**config.mk**
```make
export PLATFORM = sky130hd
export DESIGN_NAME = lease_guard_pio_host
export DESIGN_NICKNAME = d
export VERILOG_FILES = /design/src/rtl/pio_lease_pkg.sv /design/src/rtl/lease_timer.sv /design/src/rtl/busy_retry_counter.sv /design/src/rtl/buffer_tracker.sv /design/src/rtl/pio_host_fsm.sv /design/src/rtl/lease_guard_pio_host.sv
export SDC_FILE = /design/constraint.sdc
export NUM_CORES = 1
export LEC_CHECK = 0
export BUFFER_PORTS_ARGS = -buffer_cell sky130_fd_sc_hd__clkbuf_2
export CAP_MARGIN = 0
export CORE_UTILIZATION = 30
export DETAILED_ROUTE_END_ITERATION = 10
export GPL_ROUTABILITY_DRIVEN = 0
export GPL_TIMING_DRIVEN = 0
export PLACE_DENSITY_LB_ADDON = 0.05
export SETUP_SLACK_MARGIN = 0.15
export SYNTH_ARGS = -nofsm -noshare
export SYNTH_HDL_FRONTEND = slang
export SYNTH_SLANG_ARGS = --single-unit
export TNS_END_PERCENT = 100
```
**constraint.sdc**
```tcl
create_clock -name clk -period 1.5 [get_ports clk]
set_input_delay 0.3 -clock clk [delete_from_list [all_inputs] [get_ports clk]]
set_output_delay 0.3 -clock clk [all_outputs]
set_load 0.01 [all_outputs]
```
**src/rtl/pio_lease_pkg.sv**
```systemverilog
package pio_lease_pkg;
  typedef enum logic [2:0] {
    HS_IDLE      = 3'd0,
    HS_CHKRDY    = 3'd1,
    HS_WAIT_INT  = 3'd2,
    HS_WAIT_POLL = 3'd3,
    HS_XFER      = 3'd4
  } host_st_e;
endpackage

```
**src/rtl/lease_timer.sv**
```systemverilog
module lease_timer #(
  parameter int unsigned LEASE_W      = 16,
  parameter int unsigned LEASE_RELOAD = 1000
) (
  input  logic               clk,
  input  logic               rst_n,
  input  logic               load,
  output logic [LEASE_W-1:0] val,
  output logic               zero
);
  localparam logic [LEASE_W-1:0] RELOAD_V = LEASE_W'(LEASE_RELOAD);

  logic [LEASE_W-1:0] val_q, val_d;
  logic               val_en;

  always_comb begin
    val_en = 1'b0;
    val_d  = val_q;
    if (load) begin
      val_en = 1'b1;
      val_d  = RELOAD_V;
    end else if (val_q != '0) begin
      val_en = 1'b1;
      val_d  = val_q - 1'b1;
    end
  end

  always_ff @(posedge clk or negedge rst_n) begin
    if (!rst_n)      val_q <= '0;
    else if (val_en) val_q <= val_d;
  end

  assign val  = val_q;
  assign zero = (val_q == '0);
endmodule

```
**src/rtl/busy_retry_counter.sv**
```systemverilog
module busy_retry_counter #(
  parameter int unsigned RETRY_LIMIT = 8
) (
  input  logic clk,
  input  logic rst_n,
  input  logic clear,
  input  logic inc,
  output logic at_limit
);
  localparam int unsigned RW = (RETRY_LIMIT < 2) ? 1 : $clog2(RETRY_LIMIT);
  localparam logic [RW-1:0] LAST_V = RW'(RETRY_LIMIT - 1);

  logic [RW-1:0] cnt_q, cnt_d;
  logic          cnt_en;

  always_comb begin
    cnt_en = 1'b0;
    cnt_d  = cnt_q;
    if (clear) begin
      cnt_en = 1'b1;
      cnt_d  = '0;
    end else if (inc && cnt_q != LAST_V) begin
      cnt_en = 1'b1;
      cnt_d  = cnt_q + 1'b1;
    end
  end

  always_ff @(posedge clk or negedge rst_n) begin
    if (!rst_n)      cnt_q <= '0;
    else if (cnt_en) cnt_q <= cnt_d;
  end

  assign at_limit = (cnt_q == LAST_V);
endmodule

```
**src/rtl/buffer_tracker.sv**
```systemverilog
module buffer_tracker #(
  parameter int unsigned CNT_W = 8
) (
  input  logic             clk,
  input  logic             rst_n,
  input  logic             load,
  input  logic [CNT_W-1:0] load_val,
  input  logic             dec,
  output logic [CNT_W-1:0] remaining,
  output logic             last,
  output logic             empty
);
  logic [CNT_W-1:0] rem_q, rem_d;
  logic             rem_en;

  always_comb begin
    rem_en = 1'b0;
    rem_d  = rem_q;
    if (load) begin
      rem_en = 1'b1;
      rem_d  = load_val;
    end else if (dec && rem_q != '0) begin
      rem_en = 1'b1;
      rem_d  = rem_q - 1'b1;
    end
  end

  always_ff @(posedge clk or negedge rst_n) begin
    if (!rst_n)      rem_q <= '0;
    else if (rem_en) rem_q <= rem_d;
  end

  assign remaining = rem_q;
  assign last      = (rem_q == CNT_W'(1));
  assign empty     = (rem_q == '0);
endmodule

```
**src/rtl/pio_host_fsm.sv**
```systemverilog
module pio_host_fsm
  import pio_lease_pkg::*;
#(
  parameter int unsigned CNT_W     = 8,
  parameter int unsigned MAX_COUNT = 127
) (
  input  logic             clk,
  input  logic             rst_n,
  input  logic             req_valid,
  input  logic [CNT_W-1:0] req_count,
  input  logic             req_irq_mode,
  input  logic             dev_busy,
  input  logic             dev_drq,
  input  logic             dev_intrq,
  input  logic             lease_zero,
  input  logic             retry_at_limit,
  input  logic             buf_last,
  input  logic             buf_empty,
  input  logic [CNT_W-1:0] buf_remaining,
  output logic             lease_load,
  output logic             retry_clear,
  output logic             retry_inc,
  output logic             buf_load,
  output logic             buf_dec,
  output logic             cmd_wr,
  output logic [CNT_W-1:0] cmd_count,
  output logic             buf_rd,
  output logic             done,
  output logic             fail,
  output logic             dev_rst,
  output logic [2:0]       state
);
  localparam logic [CNT_W-1:0] MAX_V = CNT_W'(MAX_COUNT);

  host_st_e         st_q, st_d;
  logic             mode_q, mode_d;
  logic             cmd_q, cmd_d;
  logic             done_q, done_d;
  logic             fail_q, fail_d;
  logic             drst_q, drst_d;
  logic [CNT_W-1:0] ccnt_q;
  host_st_e         wait_st;

  assign wait_st = mode_q ? HS_WAIT_INT : HS_WAIT_POLL;

  always_comb begin
    st_d        = st_q;
    mode_d      = mode_q;
    cmd_d       = 1'b0;
    done_d      = 1'b0;
    fail_d      = 1'b0;
    drst_d      = 1'b0;
    lease_load  = 1'b0;
    retry_clear = 1'b0;
    retry_inc   = 1'b0;
    buf_load    = 1'b0;
    buf_dec     = 1'b0;
    case (st_q)
      HS_IDLE: begin
        retry_clear = 1'b1;
        if (req_valid) begin
          if (req_count > MAX_V) begin
            fail_d = 1'b1;
          end else begin
            buf_load = 1'b1;
            mode_d   = req_irq_mode;
            st_d     = HS_CHKRDY;
          end
        end
      end
      HS_CHKRDY: begin
        if (!dev_busy) begin
          cmd_d = 1'b1;
          if (buf_empty) begin
            done_d = 1'b1;
            st_d   = HS_IDLE;
          end else begin
            lease_load = 1'b1;
            st_d       = wait_st;
          end
        end else if (retry_at_limit) begin
          drst_d = 1'b1;
          st_d   = HS_IDLE;
        end else begin
          retry_inc = 1'b1;
        end
      end
      HS_WAIT_INT: begin
        if (dev_intrq) begin
          st_d = HS_XFER;
        end else if (lease_zero) begin
          drst_d = 1'b1;
          st_d   = HS_IDLE;
        end
      end
      HS_WAIT_POLL: begin
        if (dev_drq) begin
          st_d = HS_XFER;
        end else if (lease_zero) begin
          drst_d = 1'b1;
          st_d   = HS_IDLE;
        end
      end
      HS_XFER: begin
        buf_dec = 1'b1;
        if (buf_last || buf_empty) begin
          done_d = 1'b1;
          st_d   = HS_IDLE;
        end else begin
          lease_load = 1'b1;
          st_d       = wait_st;
        end
      end
      default: st_d = HS_IDLE;
    endcase
  end

  always_ff @(posedge clk or negedge rst_n) begin
    if (!rst_n) begin
      st_q   <= HS_IDLE;
      mode_q <= 1'b0;
      cmd_q  <= 1'b0;
      done_q <= 1'b0;
      fail_q <= 1'b0;
      drst_q <= 1'b0;
    end else begin
      st_q   <= st_d;
      mode_q <= mode_d;
      cmd_q  <= cmd_d;
      done_q <= done_d;
      fail_q <= fail_d;
      drst_q <= drst_d;
    end
  end

  always_ff @(posedge clk or negedge rst_n) begin
    if (!rst_n)     ccnt_q <= '0;
    else if (cmd_d) ccnt_q <= buf_remaining;
  end

  assign cmd_wr    = cmd_q;
  assign cmd_count = ccnt_q;
  assign buf_rd    = (st_q == HS_XFER);
  assign done      = done_q;
  assign fail      = fail_q;
  assign dev_rst   = drst_q;
  assign state     = st_q;
endmodule

```
**src/rtl/lease_guard_pio_host.sv**
```systemverilog
module lease_guard_pio_host #(
  parameter int unsigned CNT_W        = 8,
  parameter int unsigned MAX_COUNT    = 127,
  parameter int unsigned LEASE_W      = 16,
  parameter int unsigned LEASE_RELOAD = 1000,
  parameter int unsigned RETRY_LIMIT  = 8
) (
  input  logic               clk,
  input  logic               rst_n,
  input  logic               req_valid,
  input  logic [CNT_W-1:0]   req_count,
  input  logic               req_irq_mode,
  input  logic               dev_busy,
  input  logic               dev_drq,
  input  logic               dev_intrq,
  output logic               cmd_wr,
  output logic [CNT_W-1:0]   cmd_count,
  output logic               buf_rd,
  output logic               done,
  output logic               fail,
  output logic               dev_rst,
  output logic [LEASE_W-1:0] lease_val,
  output logic [2:0]         host_state
);
  logic [1:0]       rst_pipe_q;
  logic             rst_int_n;
  logic             lease_load, lease_zero;
  logic             retry_clear, retry_inc, retry_at_limit;
  logic             buf_load, buf_dec, buf_last, buf_empty;
  logic [CNT_W-1:0] buf_remaining;

  always_ff @(posedge clk or negedge rst_n) begin
    if (!rst_n) rst_pipe_q <= 2'b00;
    else        rst_pipe_q <= {rst_pipe_q[0], 1'b1};
  end
  assign rst_int_n = rst_pipe_q[1];

  lease_timer #(.LEASE_W(LEASE_W), .LEASE_RELOAD(LEASE_RELOAD)) u_lease (
    .clk(clk), .rst_n(rst_int_n), .load(lease_load),
    .val(lease_val), .zero(lease_zero)
  );

  busy_retry_counter #(.RETRY_LIMIT(RETRY_LIMIT)) u_retry (
    .clk(clk), .rst_n(rst_int_n), .clear(retry_clear),
    .inc(retry_inc), .at_limit(retry_at_limit)
  );

  buffer_tracker #(.CNT_W(CNT_W)) u_bufs (
    .clk(clk), .rst_n(rst_int_n), .load(buf_load), .load_val(req_count),
    .dec(buf_dec), .remaining(buf_remaining), .last(buf_last), .empty(buf_empty)
  );

  pio_host_fsm #(.CNT_W(CNT_W), .MAX_COUNT(MAX_COUNT)) u_fsm (
    .clk(clk), .rst_n(rst_int_n),
    .req_valid(req_valid), .req_count(req_count), .req_irq_mode(req_irq_mode),
    .dev_busy(dev_busy), .dev_drq(dev_drq), .dev_intrq(dev_intrq),
    .lease_zero(lease_zero), .retry_at_limit(retry_at_limit),
    .buf_last(buf_last), .buf_empty(buf_empty), .buf_remaining(buf_remaining),
    .lease_load(lease_load), .retry_clear(retry_clear), .retry_inc(retry_inc),
    .buf_load(buf_load), .buf_dec(buf_dec),
    .cmd_wr(cmd_wr), .cmd_count(cmd_count), .buf_rd(buf_rd), .done(done),
    .fail(fail), .dev_rst(dev_rst), .state(host_state)
  );
endmodule

```
==> impl_summary.txt, run 1 <==
----------------------------------------------------
[Run status]
  Outcome ... complete, but fails checks
  Violated checks ... negative setup slack

[Layout]
  Leading cell type in the layout, fill and taps excluded ... sky130_fd_sc_hd__clkbuf_2
  Multi-input logic area ... 1430 µm²
  Final design instance area without fill ... 3820 µm²
  Fin nets ... 354
  Non-Filler Instances ... 433
  Area growth from synthesis to layout ... 70.2%
  Finished Core Util ... 0.526
  Antenna cells ... 0
  Commonest cells after routing, fill and taps aside ... sky130_fd_sc_hd__clkbuf_2 (41), sky130_fd_sc_hd__buf_4 (39), sky130_fd_sc_hd__buf_6 (29), sky130_fd_sc_hd__dfrtp_1 (29), sky130_fd_sc_hd__dfrtp_2 (16)
  Seq. cell area ... 1150 µm²
  Count of fill cells added during filler insertion ... 680
  Share of final-layout standard cells stronger than drive strength 1 ... 0.635

[Placement]
  Placed Cells incl. Taps ... 361
  Cell area after placement ... 2820 µm²
  Pre-CTS WS ... -0.852 ns
  Port Buffer Count ... 46
  Detailed-placement wirelength estimate ... 3780 µm

[Drt]
  Antenna Nets Post-Route ... 0
  Via/cell ratio ... 4.89
  Detailed-route DRC error count ... 0
  Final WL ... 6410 µm
  Violation count after the first detailed-routing iteration ... 80
  Detail-routed net length per standard cell ... 14.8 µm
  Via Count ... 2118
  Number of optimization iterations in the first detailed-route pass ... 4

[Synth]
  Share of synthesized area occupied by flip-flops and latches ... 0.502
  Number of synthesis warnings ... 0
  Async S/R FF share, synth ... 1.00
  Flip-flop cell with the highest count after synthesis ... sky130_fd_sc_hd__dfrtp_1
  Number of enable flip-flop cells after synthesis ... 0
  Total of flip-flops plus latches after synthesis ... 45
  Area of the mapped netlist ... 2240 µm²
  Net count after synthesis ... 236
  Count of unique library cells instantiated by Yosys ... 47
  Gate Count Post-Synth ... 215
  Post-synthesis area per instance ... 10.4 µm²

[Die]
  Core region area ... 7250 µm²
  Starting utilization of the core area ... 0.309
  Number of standard-cell rows in the floorplan ... 31
  Full die area ... 7820 µm²
  I/O pin count ... 47
  Die boundary height ... 88.5 µm
  Overall die width ... 88.5 µm

[Timing]
  Post-route setup slack ... -0.764 ns
  Setup violators final ... 38
  F_max ... 442 MHz
  Final Cycle Share ... 1.51
  Largest clock skew in the final design ... 0.00588 ns
  Worst-case headroom to the max-slew limit ... 0.382
  Slew @ Worst Pin ... 0.918 ns
  Fin. Hold Viols ... 0
  Final min period ... 2.26 ns
  Number of slew-limit violations in the final report ... 0
  Unrepaired setup endpoints after global routing ... true

[Worst setup path]
  Critical Path Most Common Cell ... sky130_fd_sc_hd__or4_4
  Setup crit start kind ... flop
  Largest delay share family, worst path ... simple AND/OR/NAND/NOR gates
  Crit path max fanout ... 6
  Required time at the endpoint of the critical path ... 1.73 ns
  Type of the worst setup path ... flop to flop
  Category of the worst setup path capture point ... flop
  Maximum single-stage delay on the critical path ... 0.54 ns
  Buf/Inv on CP ... 1
  CP cell instances ... or4_4 -> buf_8 -> or4_4 -> or4_4 -> a21oi_2
  Slowest-stage cell, CP ... sky130_fd_sc_hd__or4_4
  Crit path DAT ... 2.50 ns

[GRT]
  Highest-utilization routing layer at the global route stage ... met2
  Number of global-route vias before repair ... 2104
  Antenna violations before repair ... 0
  Overall fraction of global-route tracks in use ... 0.179
  Fraction of met3 tracks used by global routing ... 0.0317
  Overflow left after global routing ... 0
  Global-route wire length before repair ... 10600 µm
  Met1 global-route usage ... 0.237
  Met2 track demand over resource in global routing ... 0.298
  Pin count of the biggest net entering global routing ... 35

[Hold path]
  Hold Crit Class ... flop to asynchronous set/reset pin

[Clocking]
  Num CTS Buffers ... 5
  # clock sinks ... 45
  Clock Pin Slew Worst Setup and Hold Paths ... 0.08 ns
  CTS Root Buffer Type ... sky130_fd_sc_hd__clkbuf_8
  H-tree depth ... 2
  Clock Tree Buf Depth ... 2
  Source-to-sink clock delay at the later pin of the worst-skew pair ... 0.30 ns
  TritonCTS clock tree ... done

[Power]
  Combinational group share of total power ... 0.537
  Worst ir drop on vdd ... 657 µV
  Switching power total ... 0.00229 W
  Switching portion of total power ... 0.359
  Leak Pwr ... 1.66 nW
  Clk network pwr share ... 0.151
  Part of the total power dissipated in sequential elements ... 0.312
  Power Internal ... 0.00409 W
  Post-layout power ... 0.00638 W
  Cell Pwr Density ... 1670 nW/µm²

[Job]
  Number of maximum-capacitance constraint violations ... 0

----------------------------------------------------
[final timing paths]
kind | startpoint | end | slack, ns | cells after the start
worst max-delay path | u_lease.val[7] | u_lease.val[15] | -0.76 | 5
worst min register to register | rst_pipe_q[1] | u_lease.val[7] | 0.14 | 0
max in group asynchronous | rst_pipe_q[1] | u_lease.val[10] | 0.89 | 1
worst min-delay path | rst_pipe_q[1] | u_lease.val[7] | 0.14 | 0
min in group clk | req_count[3] | u_bufs.remaining[3] | 0.20 | 3
worst max register to register | u_lease.val[7] | u_lease.val[15] | -0.76 | 5
[Yosys cell counts (3+ instances only)]
library cell,instances,area share
sky130_fd_sc_hd__a21oi_1,8,0.018
sky130_fd_sc_hd__a31oi_1,4,0.011
sky130_fd_sc_hd__clkbuf_1,6,0.010
sky130_fd_sc_hd__dfrtp_1,45,0.50
sky130_fd_sc_hd__ha_1,6,0.033
sky130_fd_sc_hd__inv_1,6,0.010
sky130_fd_sc_hd__mux2_2,8,0.040
sky130_fd_sc_hd__mux2i_1,3,0.013
sky130_fd_sc_hd__nand2_1,17,0.028
sky130_fd_sc_hd__nand3_1,6,0.013
sky130_fd_sc_hd__nand3b_1,3,0.010
sky130_fd_sc_hd__nand4_1,4,0.011
sky130_fd_sc_hd__nor2_1,16,0.027
sky130_fd_sc_hd__nor3_1,4,0.0089
sky130_fd_sc_hd__nor3b_1,3,0.010
sky130_fd_sc_hd__nor4_1,6,0.017
sky130_fd_sc_hd__o21ai_0,9,0.020
sky130_fd_sc_hd__o311ai_0,4,0.016
sky130_fd_sc_hd__o31ai_1,6,0.020
sky130_fd_sc_hd__or3_1,5,0.014
sky130_fd_sc_hd__or3b_2,3,0.012
sky130_fd_sc_hd__or4_1,8,0.027
sky130_fd_sc_hd__xnor2_1,4,0.016
sky130_fd_sc_hd__xor2_1,3,0.012
[power by group through the flow]
stage | clock network, W | registers (W) | logic [W]
floorplan | 0 | 0.00211 | 0.00127
global placement | 0 | 0.00213 | 0.00187
detailed placement | 0 | 0.00211 | 0.00190
CTS | 0.00100 | 0.00198 | 0.00311
global route | 0.00104 | 0.00205 | 0.00373
finish | 0.000964 | 0.00199 | 0.00342
[repair_timing]
item	4_1_cts	5_1_grt
hold endpoints to repair	2	0
endpoints found under the setup margin	41	49
gates resized for setup	59	45
pin swaps	27	20
hold buffers	1	0
gates cloned	2	0
setup buffers	49	12
[per-stage QoR]
step | setup TNS, ns | hold slack (ns)
2_1_floorplan | -6.95 | 0.00441
3_5_place_dp | -12.23 | 0.0896
3_3_place_gp | -35.92 | 0.0864
6_report | -12.77 | 0.137
4_1_cts | -10.87 | 0.154
5_1_grt | -16.17 | 0.171
[metal layers]
metal / vias to the layer above / part of all wire
met4: 0 / 0.013
met1: 1034 / 0.47
met3: 8 / 0.024
met5: - / 0
met2: 36 / 0.49
li1: 1040 / -
[cells by family after synthesis]
| kind of cell | count (synthesis) | synth area share |
|---|---|---|
| simple gates | 89 | 0.232 |
| xor+xnor | 7 | 0.0273 |
| fa+ha+maj | 6 | 0.0335 |
| flops | 45 | 0.502 |
| other cells | 1 | 0.00167 |
| compound gates | 42 | 0.122 |
| buf+inv | 14 | 0.0273 |
| mux | 11 | 0.0536 |
[cell type report]
cell class              instances  share of cell area
plain buffers                   8              0.0295
well taps                      99              0.0325
inverters                       6             0.00721
clock inverters                 1             0.00787
flip-flops and latches         45               0.300
clock buffers                   7              0.0226
multi-input cells             156               0.375
repair buffers                111               0.225
[flip-flops by register name, indices dropped and copies added, names as in the netlist]
| register | cells |
|---|---|
| u_lease.val | 16 |
| u_bufs.remaining | 8 |
| u_fsm.cmd_count | 8 |
| u_fsm.state | 3 |
| u_retry.cnt_q | 3 |
| rst_pipe_q | 2 |
| u_fsm.cmd_wr | 1 |
| u_fsm.dev_rst | 1 |
| u_fsm.done | 1 |
| u_fsm.fail | 1 |
| u_fsm.mode_q | 1 |
No activity file was read; power rests on OpenSTA's default activity.
==> inputs of run 2 (changes only) <==
- CORE_ASPECT_RATIO: unset -> 0.5
- SLEW_MARGIN: unset -> 20
==> run 2 against run 1 <==
Against the previous run: the flow still finishes with violations (negative setup slack); count of clock-buffer cells in the layout is the same; core utilization grew 6.5 points; sequential share of layout area shrank 2.2 points; cell count grew 2.1%; sequential power is essentially flat; critical path depth is the same; register-to-register slack gained 0.04 ns; clock power grew 16%; clock skew grew 0.0014 ns; die area grew 0.27%; hold slack gained 0.067 ns; non-clock buffer count grew 16; critical path type unchanged; highest routed layer unchanged.
==> impl_summary.txt, run 2 (synthesis results as in run 1) <==
----------------------------------------------------
[Drt]
  Violation count after the first detailed-routing iteration ... 101 (+26%)
  Via/cell ratio ... 5.08 (+3.9%)
  Antenna Nets Post-Route ... 0 (unchanged)
  Final WL ... 6930 µm (+8.0%)
  Detail-routed net length per standard cell ... 15.7 µm (+5.8%)
  Detailed-route DRC error count ... 0 (unchanged)
  Via Count ... 2246 (+6.0%)
  Number of optimization iterations in the first detailed-route pass ... 5 (+1)

[Worst setup path]
  FF-to-FF path depth ... 5 (unchanged)
  Worst R2R Start ... u_lease.val[7]
  Critical path launch point ... u_lease.val[7]
  Buf/Inv on CP ... 1 (unchanged)
  Critical Path Most Common Cell ... sky130_fd_sc_hd__or4_4
  Largest delay share family, worst path ... simple AND/OR/NAND/NOR gates
  Category of the worst setup path capture point ... flop
  Crit path DAT ... 2.44 ns (-0.06 ns)
  Setup crit start kind ... flop
  Maximum single-stage delay on the critical path ... 0.53 ns (about the same)
  Crit path max fanout ... 6 (unchanged)
  CP cell instances ... or4_4 -> buf_8 -> or4_4 -> or4_4 -> a21oi_2
  Required time at the endpoint of the critical path ... 1.71 ns (-0.02 ns)
  Slowest-stage cell, CP ... sky130_fd_sc_hd__or4_4
  Type of the worst setup path ... flop to flop
  Worst reg2reg endpoint ... u_lease.val[15]
  Reg2Reg Setup Slack ... -0.73 ns (+0.04 ns)

[Clocking]
  Clock Tree Buf Depth ... 2 (unchanged)
  CTS Root Buffer Type ... sky130_fd_sc_hd__clkbuf_16
  H-tree depth ... 2 (unchanged)
  Num CTS Buffers ... 5 (unchanged)
  Clock Pin Slew Worst Setup and Hold Paths ... 0.07 ns (about the same)
  TritonCTS clock tree ... done
  Source-to-sink clock delay at the later pin of the worst-skew pair ... 0.29 ns (about the same)
  # clock sinks ... 45 (unchanged)

[Timing]
  Fin. Hold Viols ... 0 (unchanged)
  Total negative slack for setup checks ... -8.85 ns (+3.92 ns)
  Final Cycle Share ... 1.49 (-0.0240)
  F_max ... 449 MHz (+1.6%)
  Number of slew-limit violations in the final report ... 0 (unchanged)
  Final min period ... 2.23 ns (-0.0360 ns)
  Tightest hold margin ... 0.204 ns (+0.0668 ns)
  Unrepaired setup endpoints after global routing ... true
  Largest clock skew in the final design ... 0.00730 ns (+0.00142 ns)
  Worst-case headroom to the max-slew limit ... 0.589 (+0.207)
  Slew @ Worst Pin ... 0.616 ns (-0.302 ns)
  Setup violators final ... 35 (-7.9%)
  Post-route setup slack ... -0.728 ns (+0.0360 ns)

[Power]
  Switching power total ... 0.00241 W (+5.1%)
  Switching portion of total power ... 0.359 (-0.000502)
  Cell Pwr Density ... 1640 nW/µm² (-2.1%)
  Combinational group share of total power ... 0.540 (+0.003)
  Power Internal ... 0.00431 W (+5.3%)
  Post-layout power ... 0.00671 W (+5.3%)
  Worst ir drop on vdd ... 677 µV (+3.0%)
  Part of the total power dissipated in sequential elements ... 0.293 (-0.019)
  Clk network pwr share ... 0.168 (+0.017)
  Leak Pwr ... 1.82 nW (+9.3%)

[GRT]
  Pin count of the biggest net entering global routing ... 26 (-26%)
  Number of global-route vias before repair ... 2357 (+12%)
  Overflow left after global routing ... 0 (unchanged)
  Global-route wire length before repair ... 11500 µm (+7.9%)
  Antenna violations before repair ... 0 (unchanged)
  Overall fraction of global-route tracks in use ... 0.184 (+0.00531)

[Hold path]
  Hold endpoint ... u_fsm.mode_q
  Count of cells along the worst hold path ... 3
  HP Start ... req_irq_mode
  Hold Crit Class ... input port to flop

[Die]
  Number of standard-cell rows in the floorplan ... 21 (-32%)
  Die boundary height ... 63.1 µm (-29%)
  Starting utilization of the core area ... 0.323 (+0.0141)
  Core region area ... 6940 µm² (-4.4%)
  Overall die width ... 124 µm (+40%)
  I/O pin count ... 47 (unchanged)
  Full die area ... 7840 µm² (+0.27%)

[Run status]
  Outcome ... complete, but fails checks
  Violated checks ... negative setup slack

[Layout]
  Finished Core Util ... 0.591 (+0.0653)
  Commonest cells after routing, fill and taps aside ... sky130_fd_sc_hd__buf_4 (45), sky130_fd_sc_hd__buf_6 (41), sky130_fd_sc_hd__clkbuf_2 (37)
  Fin nets ... 370 (+4.5%)
  Largest register FFs ... 16 (unchanged)
  Area growth from synthesis to layout ... 83.0%
  Leading cell type in the layout, fill and taps excluded ... sky130_fd_sc_hd__buf_4
  Share of final-layout standard cells stronger than drive strength 1 ... 0.666 (+0.0310)
  Antenna cells ... 0 (unchanged)
  Non-Filler Instances ... 442 (+2.1%)

[Placement]
  Port Buffer Count ... 46 (unchanged)
  Placed Cells incl. Taps ... 354 (-1.9%)
  Detailed-placement wirelength estimate ... 3830 µm (+1.2%)

[Job]
  Number of maximum-capacitance constraint violations ... 0 (unchanged)

----------------------------------------------------
run 2: cell count changes in the layout (fill, tap and decap cells not counted), sizes merged:
cell      change
clkinvlp      +1
clkbuf        -3
bufinv        -1
buf          +19
run 2: worst max path at each step:
stage                      end  slack (ns)  cells past startpoint
2_1_floorplan  u_lease.val[15]       -0.74                      5
3_3_place_gp    u_lease.val[7]       -0.90                      5
3_5_place_dp    u_lease.val[7]       -0.93                      5
4_1_cts        u_lease.val[15]       -0.77                      5
5_1_grt        u_lease.val[15]       -0.78                      5
6_report       u_lease.val[15]       -0.73                      5
run 2: routing by layer:
metal  GRT usage  part of all wire  up-vias
li1            -                 -     1077
met1       0.236              0.47     1111
met2       0.316              0.47       45
met3      0.0450             0.040       13
met4      0.0422             0.014        0
met5           0                 0        -
run 2: power groups by stage:
| stage | Sequential, W | Clock, W | Combinational, W |
|---|---|---|---|
| after floorplan | 0.00211 | 0 | 0.00127 |
| after global placement | 0.00210 | 0 | 0.00186 |
| after detailed placement | 0.00210 | 0 | 0.00189 |
| after CTS | 0.00195 | 0.00115 | 0.00310 |
| after global routing | 0.00202 | 0.00121 | 0.00390 |
| final | 0.00196 | 0.00112 | 0.00362 |
run 2: metrics by stage:
step                setup WS (ns)  instance area, µm²
floorplan                  -0.739                2440
global placement           -0.905                2790
detailed placement         -0.935                2820
CTS                        -0.769                3750
global route               -0.780                4100
finish                     -0.728                4100
run 2: worst register-to-register path, delay by kind of cell, from the launching register on:
family          cells  cell delay [ns]
buf+inv             1             0.13
flops               1             0.40
compound gates      1             0.12
simple gates        3             1.49
run 2: timing repair:
action / CTS / global route
hold buffers: 1 / 0
setup buffers: 59 / 18
gates resized for setup: 71 / 60
endpoints found under the hold margin: 2 / 0
setup endpoints to repair: 41 / 51
cloned: 2 / 0
pin swaps: 37 / 19
run 2: final cells by class:
| class | count | area (µm²) |
|---|---|---|
| Buffer | 8 | 111 |
| Clock buffer | 7 | 143 |
| Tap cell | 92 | 115 |
| Multi-Input combinational cell | 156 | 1510 |
| Timing Repair Buffer | 127 | 1050 |
| Sequential cell | 45 | 1140 |
| Inverter | 6 | 25.0 |
| Clock inverter | 1 | 7.51 |
| Fill cell | 571 | 2830 |
